[config.mk]
export PLATFORM = sky130hd
export DESIGN_NAME = quad_eval
export DESIGN_NICKNAME = d
export VERILOG_FILES = /design/src/rtl/quad_pkg.sv /design/src/rtl/quad_mul.sv /design/src/rtl/quad_add.sv /design/src/rtl/quad_pipe_reg.sv /design/src/rtl/quad_valid_chain.sv /design/src/rtl/quad_coef_regs.sv /design/src/rtl/quad_eval.sv
export SDC_FILE = /design/constraint.sdc
export NUM_CORES = 2
export LEC_CHECK = 0
export BUFFER_PORTS_ARGS = -buffer_cell sky130_fd_sc_hd__buf_4
export CORE_MARGIN = 2
export CORE_UTILIZATION = 50
export CTS_BUF_LIST = sky130_fd_sc_hd__clkbuf_16
export DETAILED_ROUTE_END_ITERATION = 6
export PLACE_DENSITY = 0.66
export SLEW_MARGIN = 20
export SYNTH_ARGS = -nofsm -noshare
export SYNTH_HDL_FRONTEND = slang
export SYNTH_SLANG_ARGS = --single-unit
[constraint.sdc]
create_clock -name clk -period 17 [get_ports clk]
set_input_delay 0.85 -clock clk [delete_from_list [all_inputs] [get_ports clk]]
set_output_delay 0.85 -clock clk [all_outputs]
set_load 0.05 [all_outputs]
[src/rtl/quad_pkg.sv]
package quad_pkg;

  // Width of a signed sum of two signed operands, one guard bit.
  function automatic int sum_width(input int aw, input int bw);
    return ((aw > bw) ? aw : bw) + 1;
  endfunction

  // Width of the full quadratic result for XW-bit samples, CW-bit coefficients.
  function automatic int result_width(input int xw, input int cw);
    int axx_w;
    int bxc_w;
    axx_w = 2 * xw + cw;
    bxc_w = sum_width(xw + cw, cw);
    return sum_width(axx_w, bxc_w);
  endfunction

  // Number of register stages from sample capture to result.
  localparam int STAGES = 3;

endpackage

[src/rtl/quad_mul.sv]
module quad_mul #(
  parameter int AW = 8,
  parameter int BW = 8,
  localparam int PW = AW + BW
) (
  input  logic signed [AW-1:0] a,
  input  logic signed [BW-1:0] b,
  output logic signed [PW-1:0] p
);
  logic signed [PW-1:0] a_ext;
  logic signed [PW-1:0] b_ext;

  always_comb begin
    a_ext = PW'(a);
    b_ext = PW'(b);
    p     = a_ext * b_ext;
  end
endmodule

[src/rtl/quad_add.sv]
module quad_add #(
  parameter int AW = 8,
  parameter int BW = 8,
  parameter int OW = 9
) (
  input  logic signed [AW-1:0] a,
  input  logic signed [BW-1:0] b,
  output logic signed [OW-1:0] s
);
  logic signed [OW-1:0] a_ext;
  logic signed [OW-1:0] b_ext;

  always_comb begin
    a_ext = OW'(a);
    b_ext = OW'(b);
    s     = a_ext + b_ext;
  end
endmodule

[src/rtl/quad_pipe_reg.sv]
module quad_pipe_reg #(
  parameter int W = 8
) (
  input  logic         clk,
  input  logic         en,
  input  logic [W-1:0] d,
  output logic [W-1:0] q
);
  // Data stage register: no reset, loads only when its stage carries a sample.
  always_ff @(posedge clk) begin
    if (en) q <= d;
  end
endmodule

[src/rtl/quad_valid_chain.sv]
module quad_valid_chain #(
  parameter int DEPTH = 3
) (
  input  logic             clk,
  input  logic             rst,
  input  logic             vin,
  output logic [DEPTH-1:0] vstage
);
  genvar i;
  generate
    for (i = 0; i < DEPTH; i++) begin : g_stage
      if (i == 0) begin : g_head
        always_ff @(posedge clk) begin
          if (rst) vstage[0] <= 1'b0;
          else     vstage[0] <= vin;
        end
      end else begin : g_tail
        always_ff @(posedge clk) begin
          if (rst) vstage[i] <= 1'b0;
          else     vstage[i] <= vstage[i-1];
        end
      end
    end
  endgenerate
endmodule

[src/rtl/quad_coef_regs.sv]
module quad_coef_regs #(
  parameter int CW = 8
) (
  input  logic                 clk,
  input  logic                 rst,
  input  logic                 we,
  input  logic signed [CW-1:0] a_in,
  input  logic signed [CW-1:0] b_in,
  input  logic signed [CW-1:0] c_in,
  output logic signed [CW-1:0] a_q,
  output logic signed [CW-1:0] b_q,
  output logic signed [CW-1:0] c_q
);
  always_ff @(posedge clk) begin
    if (rst) begin
      a_q <= '0;
      b_q <= '0;
      c_q <= '0;
    end else if (we) begin
      a_q <= a_in;
      b_q <= b_in;
      c_q <= c_in;
    end
  end
endmodule

[src/rtl/quad_eval.sv]
module quad_eval #(
  parameter int XW = 16,
  parameter int CW = 16,
  localparam int YW = quad_pkg::result_width(XW, CW)
) (
  input  logic                 clk,
  input  logic                 rst,
  input  logic                 cfg_we,
  input  logic signed [CW-1:0] cfg_a,
  input  logic signed [CW-1:0] cfg_b,
  input  logic signed [CW-1:0] cfg_c,
  input  logic                 x_valid,
  input  logic signed [XW-1:0] x_in,
  output logic                 y_valid,
  output logic signed [YW-1:0] y_out
);
  localparam int NSTG  = quad_pkg::STAGES;
  localparam int SQW   = 2 * XW;
  localparam int BXW   = XW + CW;
  localparam int AXXW  = SQW + CW;
  localparam int BXCW  = quad_pkg::sum_width(BXW, CW);

  logic signed [CW-1:0] coef_a, coef_b, coef_c;
  logic [NSTG-1:0]      vst;

  // Stage 1 combinational results and registers
  logic signed [SQW-1:0] sq_d,  sq_q;
  logic signed [BXW-1:0] bx_d,  bx_q;
  logic signed [CW-1:0]  cpass_q;
  // Stage 2
  logic signed [AXXW-1:0] axx_d, axx_q;
  logic signed [BXCW-1:0] bxc_d, bxc_q;
  // Stage 3
  logic signed [YW-1:0]   sum_d, sum_q;

  quad_coef_regs #(.CW(CW)) u_coef (
    .clk (clk), .rst (rst), .we (cfg_we),
    .a_in (cfg_a), .b_in (cfg_b), .c_in (cfg_c),
    .a_q (coef_a), .b_q (coef_b), .c_q (coef_c)
  );

  quad_valid_chain #(.DEPTH(NSTG)) u_vchain (
    .clk (clk), .rst (rst), .vin (x_valid), .vstage (vst)
  );

  // ---- stage 1: x*x, B*x, carry C ----
  quad_mul #(.AW(XW), .BW(XW)) u_mul_sq (.a(x_in),   .b(x_in), .p(sq_d));
  quad_mul #(.AW(CW), .BW(XW)) u_mul_bx (.a(coef_b), .b(x_in), .p(bx_d));

  quad_pipe_reg #(.W(SQW)) u_r_sq (.clk(clk), .en(x_valid), .d(sq_d),   .q(sq_q));
  quad_pipe_reg #(.W(BXW)) u_r_bx (.clk(clk), .en(x_valid), .d(bx_d),   .q(bx_q));
  quad_pipe_reg #(.W(CW))  u_r_c  (.clk(clk), .en(x_valid), .d(coef_c), .q(cpass_q));

  // ---- stage 2: A*(x*x), (B*x)+C ----
  quad_mul #(.AW(CW), .BW(SQW)) u_mul_axx (.a(coef_a), .b(sq_q), .p(axx_d));
  quad_add #(.AW(BXW), .BW(CW), .OW(BXCW)) u_add_bxc (.a(bx_q), .b(cpass_q), .s(bxc_d));

  quad_pipe_reg #(.W(AXXW)) u_r_axx (.clk(clk), .en(vst[0]), .d(axx_d), .q(axx_q));
  quad_pipe_reg #(.W(BXCW)) u_r_bxc (.clk(clk), .en(vst[0]), .d(bxc_d), .q(bxc_q));

  // ---- stage 3: final sum ----
  quad_add #(.AW(AXXW), .BW(BXCW), .OW(YW)) u_add_y (.a(axx_q), .b(bxc_q), .s(sum_d));

  quad_pipe_reg #(.W(YW)) u_r_y (.clk(clk), .en(vst[1]), .d(sum_d), .q(sum_q));

  assign y_valid = vst[NSTG-1];
  assign y_out   = sum_q;
endmodule

Word level (Yosys, flattened, before mapping)

Index checks and enable logic that the tools add are counted.

Multiply operators: 3
$add $sub $neg: 2

Operators by type and width:

| cell                                           | count |
|---|---|
| 16-bit by 16-bit multiplier with 32-bit output | 2 |
| 48-bit by 33-bit adder with 49-bit output      | 1 |
| 16-bit by 32-bit multiplier with 48-bit output | 1 |
| 32-bit by 16-bit adder with 33-bit output      | 1 |

Register bits: 261

Logic depth before layout (Yosys ltp)

Depth in word-level cells: 1
Gate-level depth with buffers: 27
Gate-level depth less buffers: 25

Cells and area by module

Synthesis repeated with hierarchy kept, for this count alone.

Cells, all modules: 5345
Area total of the unflattened synthesis: 50881.3 um2

Modules (own cells, without submodules):

| module                     | area each (um2) | times used | cells each | seq. area each (um2) |
|---|---|---|---|---|
| quad_mul (u_mul_axx)       | 18094.9         | 1          | 2089       | 0.0 |
| quad_mul (u_mul_sq)        | 9928.3          | 1          | 1102       | 0.0 |
| quad_mul (u_mul_bx)        | 9922.0          | 1          | 1091       | 0.0 |
| quad_add (u_add_y)         | 2932.8          | 1          | 428        | 0.0 |
| quad_pipe_reg (u_r_bx ...) | 960.9           | 2          | 32         | 960.9 |
| quad_add (u_add_bxc)       | 1889.3          | 1          | 264        | 0.0 |
| quad_coef_regs             | 1729.2          | 1          | 155        | 960.9 |
| quad_pipe_reg (u_r_y)      | 1471.4          | 1          | 49         | 1471.4 |
| quad_pipe_reg (u_r_axx)    | 1441.4          | 1          | 48         | 1441.4 |
| quad_pipe_reg (u_r_bxc)    | 991.0           | 1          | 33         | 991.0 |
| quad_pipe_reg (u_r_c)      | 480.5           | 1          | 16         | 480.5 |
| quad_valid_chain           | 78.8            | 1          | 6          | 60.1 |

Worst setup path before layout

Ideal clock, no wire load.

Kind: in2reg
Start: input port x_in[7]
End: register u_r_bx.q[31], data pin
Stages: 23
Arrival: 6773 ps
Required time: 16741 ps
Setup slack: 9968 ps
Cells stage by stage: clkbuf_1 clkbuf_1 nand2_1 fa_1 inv_1 fa_1 fa_1 fa_1 fa_1 inv_1 fa_1 inv_1 ha_1 a21o_1 a221o_1 a21o_1 a221oi_2 a21oi_1 a21o_1 a21o_1 a21oi_1 a21oi_1 xnor2_1

Cells in the longest elaborated chain, start to end: 1

RTL lines:

| item                                           | RTL line            | source |
|---|---|---|
| start: declaration                             | quad_eval.sv:13     | `input logic signed [XW-1:0] x_in,` |
| 16-bit by 16-bit multiplier with 32-bit output | quad_mul.sv:16      | `p = a_ext * b_ext;` |
| named net bx_d[31]                             | quad_eval.sv:28     | `logic signed [BXW-1:0] bx_d, bx_q;` |
| end signal: assignment                         | quad_pipe_reg.sv:11 | `if (en) q <= d;` |
| end: declaration                               | quad_pipe_reg.sv:7  | `output logic [W-1:0] q` |

The timed path passes the listed nets, and every way through them passes these cells.
A chain may end at the register's enable or synchronous reset.

Worst setup path after layout

Start: register u_r_sq.q[12]
End: register u_r_axx.q[41], data pin

Cells in the longest elaborated chain, start to end: 1

RTL lines:

| item                                           | RTL line            | source |
|---|---|---|
| start: declaration                             | quad_pipe_reg.sv:7  |  |
| start signal: assignment                       | quad_pipe_reg.sv:11 |  |
| 16-bit by 32-bit multiplier with 48-bit output | quad_mul.sv:16      |  |
| named net axx_d[41]                            | quad_eval.sv:31     | `logic signed [AXXW-1:0] axx_d, axx_q;` |
| end signal: assignment                         | quad_pipe_reg.sv:11 |  |
| end: declaration                               | quad_pipe_reg.sv:7  |  |

The timed path passes the listed nets, and every way through them passes these cells.

==> flow_summary.yaml <==
synthesis:
  synth_compound_area_share_pct: 6.57
  synth_cells: 4969
  avgSynthCellArea_um2: 9.66
  yosysUniqueCellTypes: 77
  yosys_warnings: 0
  synth_top_family_by_area: "adder cells"
  muxShareOfSynthArea_pct: 1.00
  synth-seq-cells: 260
  synth_edf_count: 209
  synthAdderAreaFrac_pct: 50.5
  async_flop_share_pct: 0
  ys.flop_type: "edfxtp_1"
  syn_area_mm2: 0.0480
  seq_area_frac_synth_pct: 15.2
  synth_xor_area_share_pct: 3.56
  synth_simple_gate_area_share_pct: 12.4
hold_path:
  hold_start: "u_coef.c_q[8]$_SDFFE_PP0P_"
  holdPathStages: 0
  hold_path.class: "flop to flop"
floorplanning:
  core_area_mm2: 0.0950
  start_util_pct: 50.5
  num_rows: 113
  io_pins: 118
  die_w_um: 314
  dieArea_mm2: 0.0985
  die_h_um: 314
detailed_routing:
  vias: 33000
  drt_iter0_markers: 2106
  vias_per_cell: 5.27
  ant_nets: 0
  route.detailed.drc: 0
  firstDrtPassIters: 5
  post_drt_wl_per_cell_um: 18.5
  routed_wl_mm: 116
grt:
  grt_antenna_before_repair: 3
  grt_overflow: 0
  grt.total_usage_pct: 24.7
  grt_pass1_vias: 35800
  grt_pass1_wl_mm: 191
  grt_max_degree: 83
outcome:
  status: "finished clean"
cells_and_area:
  final_common_cell: "inv_1"
  syn2layout_area_growth_pct: 6.43
  final_cell_mix: "1212 x inv_1, 982 x fa_1, 555 x nand2_1, 367 x ha_1, 335 x and2_1"
  num_antenna_cells: 0
  drive_gt1_share_pct: 4.34
  final_net_count: 6394
  fillers: 8669
run:
  drv_cap: 0
critical_path:
  cpMostUsedCell: "fa_1"
  crit_fanout: 16
  worst_setup_path_start_kind: "flop"
  path_buf_inv: 3
  worst-setup-path-type: "flop to flop"
  crit_path_top_delay_cell: "edfxtp_1"
  crit_family: "adder cells"
  r2r-start: "u_r_sq.q[12]$_DFFE_PP_"
  required_ns: 17.30
  cp-startpoint: "u_r_sq.q[12]$_DFFE_PP_"
  crit_path_cell_trace: "nand2_1, fa_1, inv_1, fa_1, fa_1, fa_1, fa_1, inv_1, fa_1, inv_1, ha_1, o21a_1, o211ai_1, a311oi_1, a2111oi_2, nand3_1, a41oi_2, nor2b_1, o41ai_1, o21ai_0, xnor2_1"
  crit_path_end_kind: "flop"
  max_stage_delay_ns: 1.00
  worst-r2r-cell-count: 21
  crit_cells: 21
  worstPathArrival_ns: 7.83
clocking:
  clk-insertion-delay-late_ns: 0.60
  cts_buffers: 34
  cts_max_level: 2
  post_cts_buffers: 0
  cts_resized: 0
  clk_pin_slew_ns: 0.06
  cts-root-buf: "clkbuf_16"
  tritoncts: "done"
  holdBufCountCts: 0
  max-clock-path-buffers: 3
  cts.sink_count: 260
placement:
  gp_congestion: 0.918
  port_buffers: 117
  dp_hpwl_mm: 90.2
sta:
  layout_min_cycle_time_ns: 7.53
  fin_worst_skew_ns: 0.0502
  worstMarginPinSlew_ns: 1.10
  finalSetupViolCount: 0
  maxSlewHeadroom_pct: 26.4
  rsz0062_at_grt: "false"
  hold_viol_final: 0
  period_share_pct: 44.3
  slew_violations: 0
  fin_setup_tns_ns: 0
  fmax_mhz: 133
## cell families (layout without fill, tap and decap cells)
| kind of cell | count (synthesis) | count (layout) |
|---|---|---|
| AO/OA/AOI/OAI | 480 | 480 |
| XOR/XNOR | 195 | 195 |
| adder cells (fa/ha/maj) | 1349 | 1349 |
| buffers and inverters | 1373 | 1402 |
| flip-flops | 260 | 260 |
| multiplexers | 48 | 48 |
| other | 2 | 7 |
| AND/OR/NAND/NOR | 1262 | 1262 |
## area by class of cell
type	instances	area, um2	share of cell area (%)
multi-input cells	3341	35600	69.6
inverters	1206	4530	8.86
flip-flops and latches	260	7310	14.3
well taps	1265	1580	3.10
repair buffers	134	1010	1.97
clock inverters	27	214	0.419
clock buffers	35	876	1.71
## state kept, by name, indices dropped and copies added, names as in the netlist, 31 cells and up
register / count
u_r_axx.q: 48
u_r_bx.q: 32
u_r_y.q: 49
u_r_bxc.q: 33
u_r_sq.q: 31
## metal layers
metal	up-vias	track usage (%)	share of wire, %
met2	960	41.2	47
met1	16800	33.7	43
li1	15000	-	-
met5	-	0	0.028
met3	184	3.56	6.3
met4	4	7.13	3.1
## synthesized netlist by cell type, types with 14 or more instances
| library cell | number | share of area, % |
|---|---|---|
| inv_1 | 1204 | 9.4 |
| fa_1 | 982 | 41 |
| nand2_1 | 555 | 4.3 |
| ha_1 | 367 | 9.6 |
| and2_1 | 335 | 4.4 |
| edfxtp_1 | 209 | 13 |
| nor2_1 | 196 | 1.5 |
| clkbuf_1 | 162 | 1.3 |
| xnor2_1 | 155 | 2.8 |
| a21oi_1 | 141 | 1.5 |
| o21ai_0 | 91 | 0.95 |
| a21o_1 | 75 | 1.2 |
| dfxtp_1 | 51 | 2.1 |
| mux2i_1 | 48 | 1.0 |
| xor2_1 | 40 | 0.73 |
| nand2b_1 | 37 | 0.48 |
| nand3_1 | 33 | 0.34 |
| nor3_1 | 29 | 0.30 |
| o21a_1 | 26 | 0.41 |
| o21bai_1 | 26 | 0.41 |
| nor2b_1 | 25 | 0.33 |
| a211oi_1 | 23 | 0.36 |
| and3_1 | 16 | 0.21 |
| nand4_1 | 16 | 0.21 |
| a31oi_1 | 14 | 0.18 |
## worst paths after layout
path	slack, ns	to
max	9.47	u_r_axx.q[41]$_DFFE_PP_
min reg2reg	0.43	u_r_c.q[8]$_DFFE_PP_
max reg2reg	9.47	u_r_axx.q[41]$_DFFE_PP_
min	0.43	u_r_c.q[8]$_DFFE_PP_
## stage by stage
| step | instances | setup slack, ns | hold WS, ns | utilization (%) | instance area (um2) |
|---|---|---|---|---|---|
| 3_5_place_dp | 6206 | 9.11 | 0.414 | 52.6 | 50000 |
| 6_report | 6268 | 9.47 | 0.427 | 53.8 | 51100 |
| 4_1_cts | 6268 | 9.58 | 0.428 | 53.8 | 51100 |
| 3_3_place_gp | 6206 | 9.24 | 0.415 | 52.6 | 50000 |
| 2_1_floorplan | 4974 | 9.97 | 0.408 | - | 48000 |
| 5_1_grt | 6268 | 9.24 | 0.451 | 53.8 | 51100 |
Power is left out: the tool's default activity adds up to more than one toggle a clock period on the data nets, which glitch-free logic cannot reach.
